===== config.mk =====
export PLATFORM = sky130hd
export DESIGN_NAME = rpt_prefetcher
export DESIGN_NICKNAME = d
export VERILOG_FILES = /design/src/rtl/rpt_pkg.sv /design/src/rtl/rpt_table.sv /design/src/rtl/rpt_req_queue.sv /design/src/rtl/rpt_mem_port.sv /design/src/rtl/rpt_prefetcher.sv
export SDC_FILE = /design/constraint.sdc
export NUM_CORES = 2
export LEC_CHECK = 0
export ABC_AREA = 1
export BUFFER_PORTS_ARGS = -buffer_cell sky130_fd_sc_hd__buf_2
export CORE_MARGIN = 5
export CORE_UTILIZATION = 40
export DETAILED_ROUTE_END_ITERATION = 8
export SYNTH_ARGS = -nofsm -noshare
export SYNTH_HDL_FRONTEND = slang
export SYNTH_HIERARCHICAL = 1
export SYNTH_SLANG_ARGS = --single-unit

===== constraint.sdc =====
create_clock -name clk -period 30.1 [get_ports clk]
set_clock_uncertainty 0.15 [all_clocks]
set_input_delay 3.01 -clock clk [delete_from_list [all_inputs] [get_ports clk]]
set_output_delay 3.01 -clock clk [all_outputs]
set_load 0.005 [all_outputs]

===== src/rtl/rpt_pkg.sv =====
package rpt_pkg;

  typedef enum logic [1:0] {
    ST_INIT   = 2'd0,
    ST_TRANS  = 2'd1,
    ST_STEADY = 2'd2,
    ST_NOPRED = 2'd3
  } conf_e;

  // Next confidence state given whether the last guess matched.
  function automatic conf_e conf_next(input conf_e s, input logic ok);
    case (s)
      ST_INIT:   conf_next = ok ? ST_STEADY : ST_TRANS;
      ST_TRANS:  conf_next = ok ? ST_STEADY : ST_NOPRED;
      ST_STEADY: conf_next = ok ? ST_STEADY : ST_INIT;
      default:   conf_next = ok ? ST_TRANS  : ST_NOPRED;
    endcase
  endfunction

  // A miss reloads the stride everywhere except in steady.
  function automatic logic stride_reload(input conf_e s, input logic ok);
    stride_reload = !ok && (s != ST_STEADY);
  endfunction

endpackage


===== src/rtl/rpt_table.sv =====
module rpt_table
  import rpt_pkg::*;
#(
  parameter int PC_W    = 32,
  parameter int ADDR_W  = 32,
  parameter int ENTRIES = 8
) (
  input  logic              clk,
  input  logic              rst_n,
  input  logic              acc_valid,
  input  logic [PC_W-1:0]   acc_pc,
  input  logic [ADDR_W-1:0] acc_addr,
  output logic              pred_valid,
  output logic [ADDR_W-1:0] pred_addr
);

  localparam int IW = (ENTRIES > 1) ? $clog2(ENTRIES) : 1;

  logic              e_vld    [ENTRIES];
  logic [PC_W-1:0]   e_tag    [ENTRIES];
  logic [ADDR_W-1:0] e_prev   [ENTRIES];
  logic [ADDR_W-1:0] e_stride [ENTRIES];
  conf_e             e_st     [ENTRIES];

  logic [IW-1:0]      rr_q, rr_d;
  logic [ENTRIES-1:0] hit_vec;
  logic [IW-1:0]      hit_idx, wr_idx;
  logic               lookup_hit, correct;
  conf_e              nx_st, w_st;
  logic [ADDR_W-1:0]  s_prev, s_stride, nx_stride, w_stride;

  for (genvar g = 0; g < ENTRIES; g++) begin : g_match
    assign hit_vec[g] = e_vld[g] && (e_tag[g] == acc_pc);
  end

  always_comb begin
    hit_idx = '0;
    for (int i = ENTRIES - 1; i >= 0; i--) begin
      if (hit_vec[i]) hit_idx = IW'(i);
    end
  end

  always_comb begin
    lookup_hit = |hit_vec;
    s_prev     = e_prev[hit_idx];
    s_stride   = e_stride[hit_idx];
    correct    = (s_prev + s_stride) == acc_addr;
    nx_st      = conf_next(e_st[hit_idx], correct);
    nx_stride  = stride_reload(e_st[hit_idx], correct) ? (acc_addr - s_prev) : s_stride;
    pred_valid = acc_valid && lookup_hit && (nx_st != ST_NOPRED);
    pred_addr  = acc_addr + nx_stride;
    wr_idx     = lookup_hit ? hit_idx : rr_q;
    w_st       = lookup_hit ? nx_st : ST_INIT;
    w_stride   = lookup_hit ? nx_stride : '0;
    rr_d       = rr_q;
    if (acc_valid && !lookup_hit) begin
      rr_d = (rr_q == IW'(ENTRIES - 1)) ? '0 : rr_q + 1'b1;
    end
  end

  always_ff @(posedge clk or negedge rst_n) begin
    if (!rst_n) begin
      rr_q <= '0;
      for (int i = 0; i < ENTRIES; i++) begin
        e_vld[i]    <= 1'b0;
        e_tag[i]    <= '0;
        e_prev[i]   <= '0;
        e_stride[i] <= '0;
        e_st[i]     <= ST_INIT;
      end
    end else begin
      rr_q <= rr_d;
      if (acc_valid) begin
        for (int i = 0; i < ENTRIES; i++) begin
          if (wr_idx == IW'(i)) begin
            e_vld[i]    <= 1'b1;
            e_tag[i]    <= acc_pc;
            e_prev[i]   <= acc_addr;
            e_stride[i] <= w_stride;
            e_st[i]     <= w_st;
          end
        end
      end
    end
  end

endmodule


===== src/rtl/rpt_req_queue.sv =====
module rpt_req_queue #(
  parameter int ADDR_W = 32,
  parameter int DEPTH  = 30
) (
  input  logic                       clk,
  input  logic                       rst_n,
  input  logic                       push,
  input  logic [ADDR_W-1:0]          push_addr,
  input  logic                       pop,
  output logic                       empty,
  output logic [ADDR_W-1:0]          head,
  output logic [$clog2(DEPTH+1)-1:0] count
);

  localparam int PW = (DEPTH > 1) ? $clog2(DEPTH) : 1;
  localparam int CW = $clog2(DEPTH + 1);

  logic [ADDR_W-1:0] slot [DEPTH];
  logic [PW-1:0]     wp_q, rp_q, wp_d, rp_d;
  logic [CW-1:0]     cnt_q, cnt_d;
  logic              do_push, do_pop;

  always_comb begin
    do_pop  = pop && (cnt_q != '0);
    do_push = push && ((cnt_q < CW'(DEPTH)) || do_pop);
    wp_d    = wp_q;
    rp_d    = rp_q;
    if (do_push) wp_d = (wp_q == PW'(DEPTH - 1)) ? '0 : wp_q + 1'b1;
    if (do_pop)  rp_d = (rp_q == PW'(DEPTH - 1)) ? '0 : rp_q + 1'b1;
    cnt_d = cnt_q + CW'(do_push) - CW'(do_pop);
  end

  always_ff @(posedge clk or negedge rst_n) begin
    if (!rst_n) begin
      wp_q  <= '0;
      rp_q  <= '0;
      cnt_q <= '0;
    end else begin
      wp_q  <= wp_d;
      rp_q  <= rp_d;
      cnt_q <= cnt_d;
    end
  end

  always_ff @(posedge clk) begin
    if (do_push) slot[wp_q] <= push_addr;
  end

  assign empty = (cnt_q == '0);
  assign head  = slot[rp_q];
  assign count = cnt_q;

endmodule


===== src/rtl/rpt_mem_port.sv =====
module rpt_mem_port #(
  parameter int ADDR_W     = 32,
  parameter int LINE_BYTES = 32
) (
  input  logic              clk,
  input  logic              rst_n,
  input  logic              dmd_valid,
  input  logic [ADDR_W-1:0] dmd_addr,
  input  logic              q_empty,
  input  logic [ADDR_W-1:0] q_head,
  output logic              q_pop,
  input  logic              mem_rsp_valid,
  output logic              mem_req_valid,
  output logic [ADDR_W-1:0] mem_req_addr,
  output logic              mem_req_pf,
  output logic              dmd_grant,
  input  logic              acc_valid,
  input  logic [ADDR_W-1:0] acc_addr,
  output logic              acc_pf_hit
);

  localparam int OFF = $clog2(LINE_BYTES);
  localparam int LW  = ADDR_W - OFF;

  logic          busy_q, busy_d;
  logic [LW-1:0] fl_line_q, fl_line_d;
  logic          fl_pf_q, fl_pf_d;

  always_comb begin
    mem_req_valid = !busy_q && (dmd_valid || !q_empty);
    mem_req_pf    = !dmd_valid;
    mem_req_addr  = dmd_valid ? {dmd_addr[ADDR_W-1:OFF], {OFF{1'b0}}} : q_head;
    dmd_grant     = mem_req_valid && dmd_valid;
    q_pop         = mem_req_valid && !dmd_valid;
    busy_d        = busy_q;
    fl_line_d     = fl_line_q;
    fl_pf_d       = fl_pf_q;
    if (mem_req_valid) begin
      busy_d    = 1'b1;
      fl_line_d = mem_req_addr[ADDR_W-1:OFF];
      fl_pf_d   = mem_req_pf;
    end else if (mem_rsp_valid) begin
      busy_d = 1'b0;
    end
    acc_pf_hit = acc_valid && busy_q && fl_pf_q && (acc_addr[ADDR_W-1:OFF] == fl_line_q);
  end

  always_ff @(posedge clk or negedge rst_n) begin
    if (!rst_n) begin
      busy_q    <= 1'b0;
      fl_line_q <= '0;
      fl_pf_q   <= 1'b0;
    end else begin
      busy_q    <= busy_d;
      fl_line_q <= fl_line_d;
      fl_pf_q   <= fl_pf_d;
    end
  end

endmodule


===== src/rtl/rpt_prefetcher.sv =====
module rpt_prefetcher #(
  parameter int PC_W       = 32,
  parameter int ADDR_W     = 32,
  parameter int ENTRIES    = 8,
  parameter int Q_DEPTH    = 30,
  parameter int LINE_BYTES = 32
) (
  input  logic              clk,
  input  logic              rst_n,
  input  logic              acc_valid,
  input  logic [PC_W-1:0]   acc_pc,
  input  logic [ADDR_W-1:0] acc_addr,
  output logic              acc_pf_hit,
  output logic              probe_valid,
  output logic [ADDR_W-1:0] probe_addr,
  input  logic              probe_fault,
  input  logic              dmd_valid,
  input  logic [ADDR_W-1:0] dmd_addr,
  output logic              dmd_grant,
  output logic              mem_req_valid,
  output logic [ADDR_W-1:0] mem_req_addr,
  output logic              mem_req_pf,
  input  logic              mem_rsp_valid
);

  localparam int OFF = $clog2(LINE_BYTES);
  localparam int CW  = $clog2(Q_DEPTH + 1);

  logic              pred_valid;
  logic [ADDR_W-1:0] pred_addr;
  logic              q_empty, q_pop;
  logic [ADDR_W-1:0] q_head;
  logic [CW-1:0]     q_count;

  rpt_table #(.PC_W(PC_W), .ADDR_W(ADDR_W), .ENTRIES(ENTRIES)) u_table (
    .clk        (clk),
    .rst_n      (rst_n),
    .acc_valid  (acc_valid),
    .acc_pc     (acc_pc),
    .acc_addr   (acc_addr),
    .pred_valid (pred_valid),
    .pred_addr  (pred_addr)
  );

  assign probe_valid = pred_valid;
  assign probe_addr  = {pred_addr[ADDR_W-1:OFF], {OFF{1'b0}}};

  rpt_req_queue #(.ADDR_W(ADDR_W), .DEPTH(Q_DEPTH)) u_queue (
    .clk       (clk),
    .rst_n     (rst_n),
    .push      (pred_valid && !probe_fault),
    .push_addr (probe_addr),
    .pop       (q_pop),
    .empty     (q_empty),
    .head      (q_head),
    .count     (q_count)
  );

  rpt_mem_port #(.ADDR_W(ADDR_W), .LINE_BYTES(LINE_BYTES)) u_port (
    .clk           (clk),
    .rst_n         (rst_n),
    .dmd_valid     (dmd_valid),
    .dmd_addr      (dmd_addr),
    .q_empty       (q_empty),
    .q_head        (q_head),
    .q_pop         (q_pop),
    .mem_rsp_valid (mem_rsp_valid),
    .mem_req_valid (mem_req_valid),
    .mem_req_addr  (mem_req_addr),
    .mem_req_pf    (mem_req_pf),
    .dmd_grant     (dmd_grant),
    .acc_valid     (acc_valid),
    .acc_addr      (acc_addr),
    .acc_pf_hit    (acc_pf_hit)
  );

endmodule


======== Yosys cells after proc, flatten, opt, wreduce, memory -nomap -nowiden ========
Memories as Yosys holds them, arrays and structs flattened.
Cells that the tools add are included.
word-level totals
  memories ................................ 1
  register bits after elaboration ......... 839
  input port bits ......................... 102
  memory bits (writable) .................. 810
memories
  memory        words  bits a word  rd ports  clocked after memory_dff  wr ports  RTL line             source
  u_queue.slot  30     27           1         0                         1         rpt_req_queue.sv:18  logic [ADDR_W-1:0] slot [DEPTH];
cells by class
  magnitude comparators ................... 2
  eq/ne operators ......................... 24
  reductions and logical operators ........ 43
  add/subtract/negate cells ............... 8
  multiplexer cells ....................... 34
  bitwise operators ....................... 1
operators by type and width
  operator                                       number
  == test 32 bit                                 9
  two-way mux 32 bit                             7
  binary-select mux 32 bit (select 3 bit)        2
  adder 32 bit                                   2
  subtractor 32 bit                              1
  two-way mux 3 bit                              10
  == test 27 bit                                 1
  logical AND 1 bit                              21
  AND reduction 2 bit                            8
  == test 3 bit, second input constant           5
  two-way mux 2 bit                              6
  adder 5 x 1 -> 5 bit, second input constant    2
  == test 5 bit, second input constant           2
  two-way mux 5 bit                              2
  OR reduction 8 bit                             1
  binary-select mux 2 bit (select 3 bit)         1
  == test 3 x 2 -> 1 bit, second input constant  2
  logical NOT 1 bit                              6
  one-hot mux 2 bit (3 select lines)             1
  adder 5 x 1 -> 5 bit                           1
  logical NOT 5 bit                              1
  < comparator 5 bit, second input constant      1
  two-way mux 1 bit                              5
  nonzero test 5 bit                             1
  other kinds (12)                               14

======== Longest topological paths before layout ========
  depth in word-level cells ............... 24
  depth in mapped cells ................... 73
  gate-level depth less buffers ........... 68

======== By module ========
The synthesis kept the hierarchy.
modules (own cells, without submodules)
  module          times used  cells each  sequential area each (µm²)  area each (µm²)
  rpt_table       1           6072        19894.1                     46642.2
  rpt_req_queue   1           3730        29203.0                     40959.3
  rpt_mem_port    1           326         725.7                       1983.2
  rpt_prefetcher  1           8           0.0                         51.3

======== Least setup slack after synthesis ========
No wires, ideal clock.
  path type ............................... in2out
  start ................................... input port acc_pc[8]
  end ..................................... output port probe_addr[30]
  stages .................................. 59
  slack ................................... 14.745 ns
  arrival ................................. 12.195 ns
  path buffers ............................ 9
  cell sequence ........................... buf_2 inv_2 buf_2 nor2_1 inv_1 nand4_1 nor4_1 nand4_1 nand2_1 nand2_4 nand2_4 buf_4 buf_2 clkbuf_1 clkbuf_1 clkbuf_1 clkbuf_1 nand2_1 [23 not listed] a21oi_1 inv_1 a21oi_1 o21ai_0 nand3_1 nand2_1 a31oi_1 o221ai_1 nand4_1 o211ai_1 a21o_1 a21oi_1 o21ai_0 nand3_1 nand2_1 inv_1 o31ai_1 xor2_1
on the way
  cells in the longest elaborated chain, start to end .. 20
  elaborated cells on any way between the ends .. 42
  those cells by class .................... add/sub (3); eq/ne (10); mux (18); bitwise (1); reduce/logical (10)
RTL lines
  element                                                     RTL line                                           source
  start: declaration                                          rpt_prefetcher.sv:11                               input logic [PC_W-1:0] acc_pc,
  == test 32 bit                                              rpt_table.sv:33                                    assign hit_vec[g] = e_vld[g] && (e_tag[g] == acc_pc);
  logical AND 1 bit                                           rpt_table.sv:33
  two-way mux 3 bit (7 in a row)                              rpt_table.sv:39                                    if (hit_vec[i]) hit_idx = IW'(i);
  two-way mux 3 bit (*)                                       rpt_table.sv:39
  NOT 3 -> 4 bit (not written as such) (*)                    rpt_table.sv:45, rpt_table.sv:46, rpt_table.sv:49
  binary-select mux 32 bit (select 3 bit) (on tied branches)  rpt_table.sv:45, rpt_table.sv:46
  two-way mux 32 bit (on tied branches) (2 in a row)          rpt_table.sv:45, rpt_table.sv:46
  adder 32 bit                                                rpt_table.sv:47                                    correct = (s_prev + s_stride) == acc_addr;
  == test 32 bit                                              rpt_table.sv:47
  logical NOT 1 bit                                           rpt_pkg.sv:22                                      stride_reload = !ok && (s != ST_STEADY);
  logical AND 1 bit                                           rpt_pkg.sv:22
  two-way mux 32 bit (*)                                      rpt_table.sv:49                                    nx_stride = stride_reload(e_st[hit_idx], correct) ? (acc_addr - s_prev) : s_stride;
  adder 32 bit (*)                                            rpt_table.sv:51                                    pred_addr = acc_addr + nx_stride;
  end: declaration                                            rpt_prefetcher.sv:15                               output logic [ADDR_W-1:0] probe_addr,
Every way passes the cells marked *; elsewhere a longest branch is shown, timed or not. The select of a mux whose other input is x is not followed.

======== Worst setup path in the final report ========
  start ................................... input port acc_pc[29]
  end ..................................... output port probe_addr[30]
The elaborated chain is that of the path after synthesis.

==> qor.yml <==
outcome:
  status: "finished, final reports clean"
placed_design:
  gp_congestion: 0.914
  dp_hpwl_mm: 173
  io_buffers: 160
worst_setup_path:
  worstSetupStartpointType: "input pin"
  worstSetupPathType: "in -> out"
  cp-end-kind: "output port"
  cp.arrival_ns: 16.88
  required_ns: 26.94
  cp_common_cell: "nand2_1"
  worstPathMaxFanout: 54
  critPathMaxStageDelay_ns: 0.97
  cpMaxStageDelayCell: "clkinv_2"
routing:
  wire_per_inst_um: 20.8
  drc: 0
  ant_nets: 0
  vias: 69900
  wl_mm: 279
  drt_iter0_markers: 7126
  avgViaCountPerCell: 5.22
  first_pass_iters: 6
clocking:
  post_cts_buffers: 0
  cts_tree: "done"
  postCtsHoldBufs: 0
  numCtsBuffers: 195
  h-tree-depth: 4
  clk_latency_ns: 0.88
  cts.reportedPaths.clkPinSlew_ns: 0.06
  clock_sinks: 1799
  root_buffer: "clkbuf_16"
  cts_resized: 0
  cts_buffer_depth: 3
floorplanning:
  coreArea_um2: 223000
  std_cell_rows: 173
  num_io_pins: 171
  die-area_um2: 234000
  start_util: 0.403
  die_y_um: 483
  die_w_um: 483
finish:
  final_layout_size_suffix_gt1_frac: 0.0954
  areaGrowthSynthToFinish_pct: 11.8
  nets: 10500
  post-route-util: 0.450
global_routing:
  grt.overflow.total: 0
  grt_pass1_vias: 66900
  antenna_found_initial: 13
  grt_max_degree: 198
  grt_pass1_wl_mm: 421
  track_usage: 0.232
timing:
  layout_min_cycle_time_ns: 20.04
  tightest_slew_ns: 1.39
  finalSetupTns_ns: 0
  min_period_over_period: 0.666
  setup_violations: 0
  fmax_mhz: 49.9
  rsz0062_at_grt: "no"
  drv_slew: 0
  whs_ns: 0.334
  slew_headroom: 0.0652
  hold_violations: 0
worst_hold_path:
  hold_class: "reg -> reg"
pwr:
  p_leak_nw: 45.2
  ir_drop_v: 0.000171
  total_power_mw: 11.8
  p_per_area_nw_per_um2: 118
synthesis:
  yosys_warnings: 6
  synth_cells: 10100
  synth_area_per_cell_um2: 8.84
  syn_area_um2: 89600
run:
  cap_violations: 0
## worst paths after layout
path                       cells after the start  slack [ns]                start               endpoint
max                                           58       10.06           acc_pc[29]         probe_addr[30]
min                                            2        0.33  u_table/e_prev[208]    u_table/e_prev[208]
max reg2reg                                   55       16.55    u_table/e_tag[28]    u_queue/slot[5][30]
min reg2reg                                    2        0.33  u_table/e_prev[208]    u_table/e_prev[208]
max in group asynchronous                      4       24.38                rst_n  u_table/e_stride[154]
min in group asynchronous                      1        2.00                rst_n      u_table/e_tag[27]
## stage by stage
step | setup slack, ns | area, um2 | instances
floorplan | 14.92 | 90200 | 10300
global placement | 10.19 | 93600 | 13000
detailed placement | 10.18 | 93600 | 13000
CTS | 10.16 | 100000 | 13400
global route | 9.14 | 100000 | 13400
finish | 10.06 | 100000 | 13400
## metal layers
layer / wire [um] / GRT usage / vias up
met5: 26 / 0 / -
met4: 9980 / 0.0794 / 4
met3: 17900 / 0.0315 / 489
met2: 132000 / 0.387 / 2365
met1: 119000 / 0.313 / 33900
li1: - / - / 33200
## layout by cell type, fill, tap and decap left out, types with 102 or more instances in the layout
cell type and instances:
a21oi_1 235, buf_2 159, buf_4 136, clkbuf_16 196, conb_1 155, dfrtp_1 837
edfxtp_1 960, ha_1 110, inv_1 992, nand2_1 3091, nand3_1 715, nand4_1 102
nor2_1 644, o21ai_0 817, or2_2 127
## registers in the layout (all words and copies together), names as in the netlist, 8 cells and up
register,flops
u_table/e_st,16
u_table/e_vld,8
u_table/e_tag,256
u_table/e_stride,256
u_port/fl_line_q,27
u_queue/slot,960
u_table/e_prev,256
## where the power goes
part,internal [mW],total [mW],leakage (nW),switching [mW]
sequential,4.01,4.32,19.1,0.306
clock,1.41,2.45,3.15,1.04
combinational,1.47,5.03,23.0,3.56
total,6.89,11.8,45.2,4.90
## final cells by class
class / instances / area, um2
antenna: 8 / 20.0
clock buffer: 258 / 5240
clock inverter: 102 / 1320
fill: 21500 / 122000
inverter: 1041 / 3930
multi-input combinational: 6914 / 34300
sequential: 1799 / 49800
tap: 2975 / 3720
timing repair buffer: 299 / 1880
## critical path: cells and delay by family
| kind | cells | cell delay, ns |
|---|---|---|
| AOI/OAI and AO/OA | 19 | 4.70 |
| xor gates and xnor gates | 1 | 0.18 |
| adders and majority gates | 2 | 0.72 |
| buffers and inverters | 11 | 4.30 |
| and+or+nand+nor | 25 | 3.77 |
No activity file was read; power rests on OpenSTA's default activity.
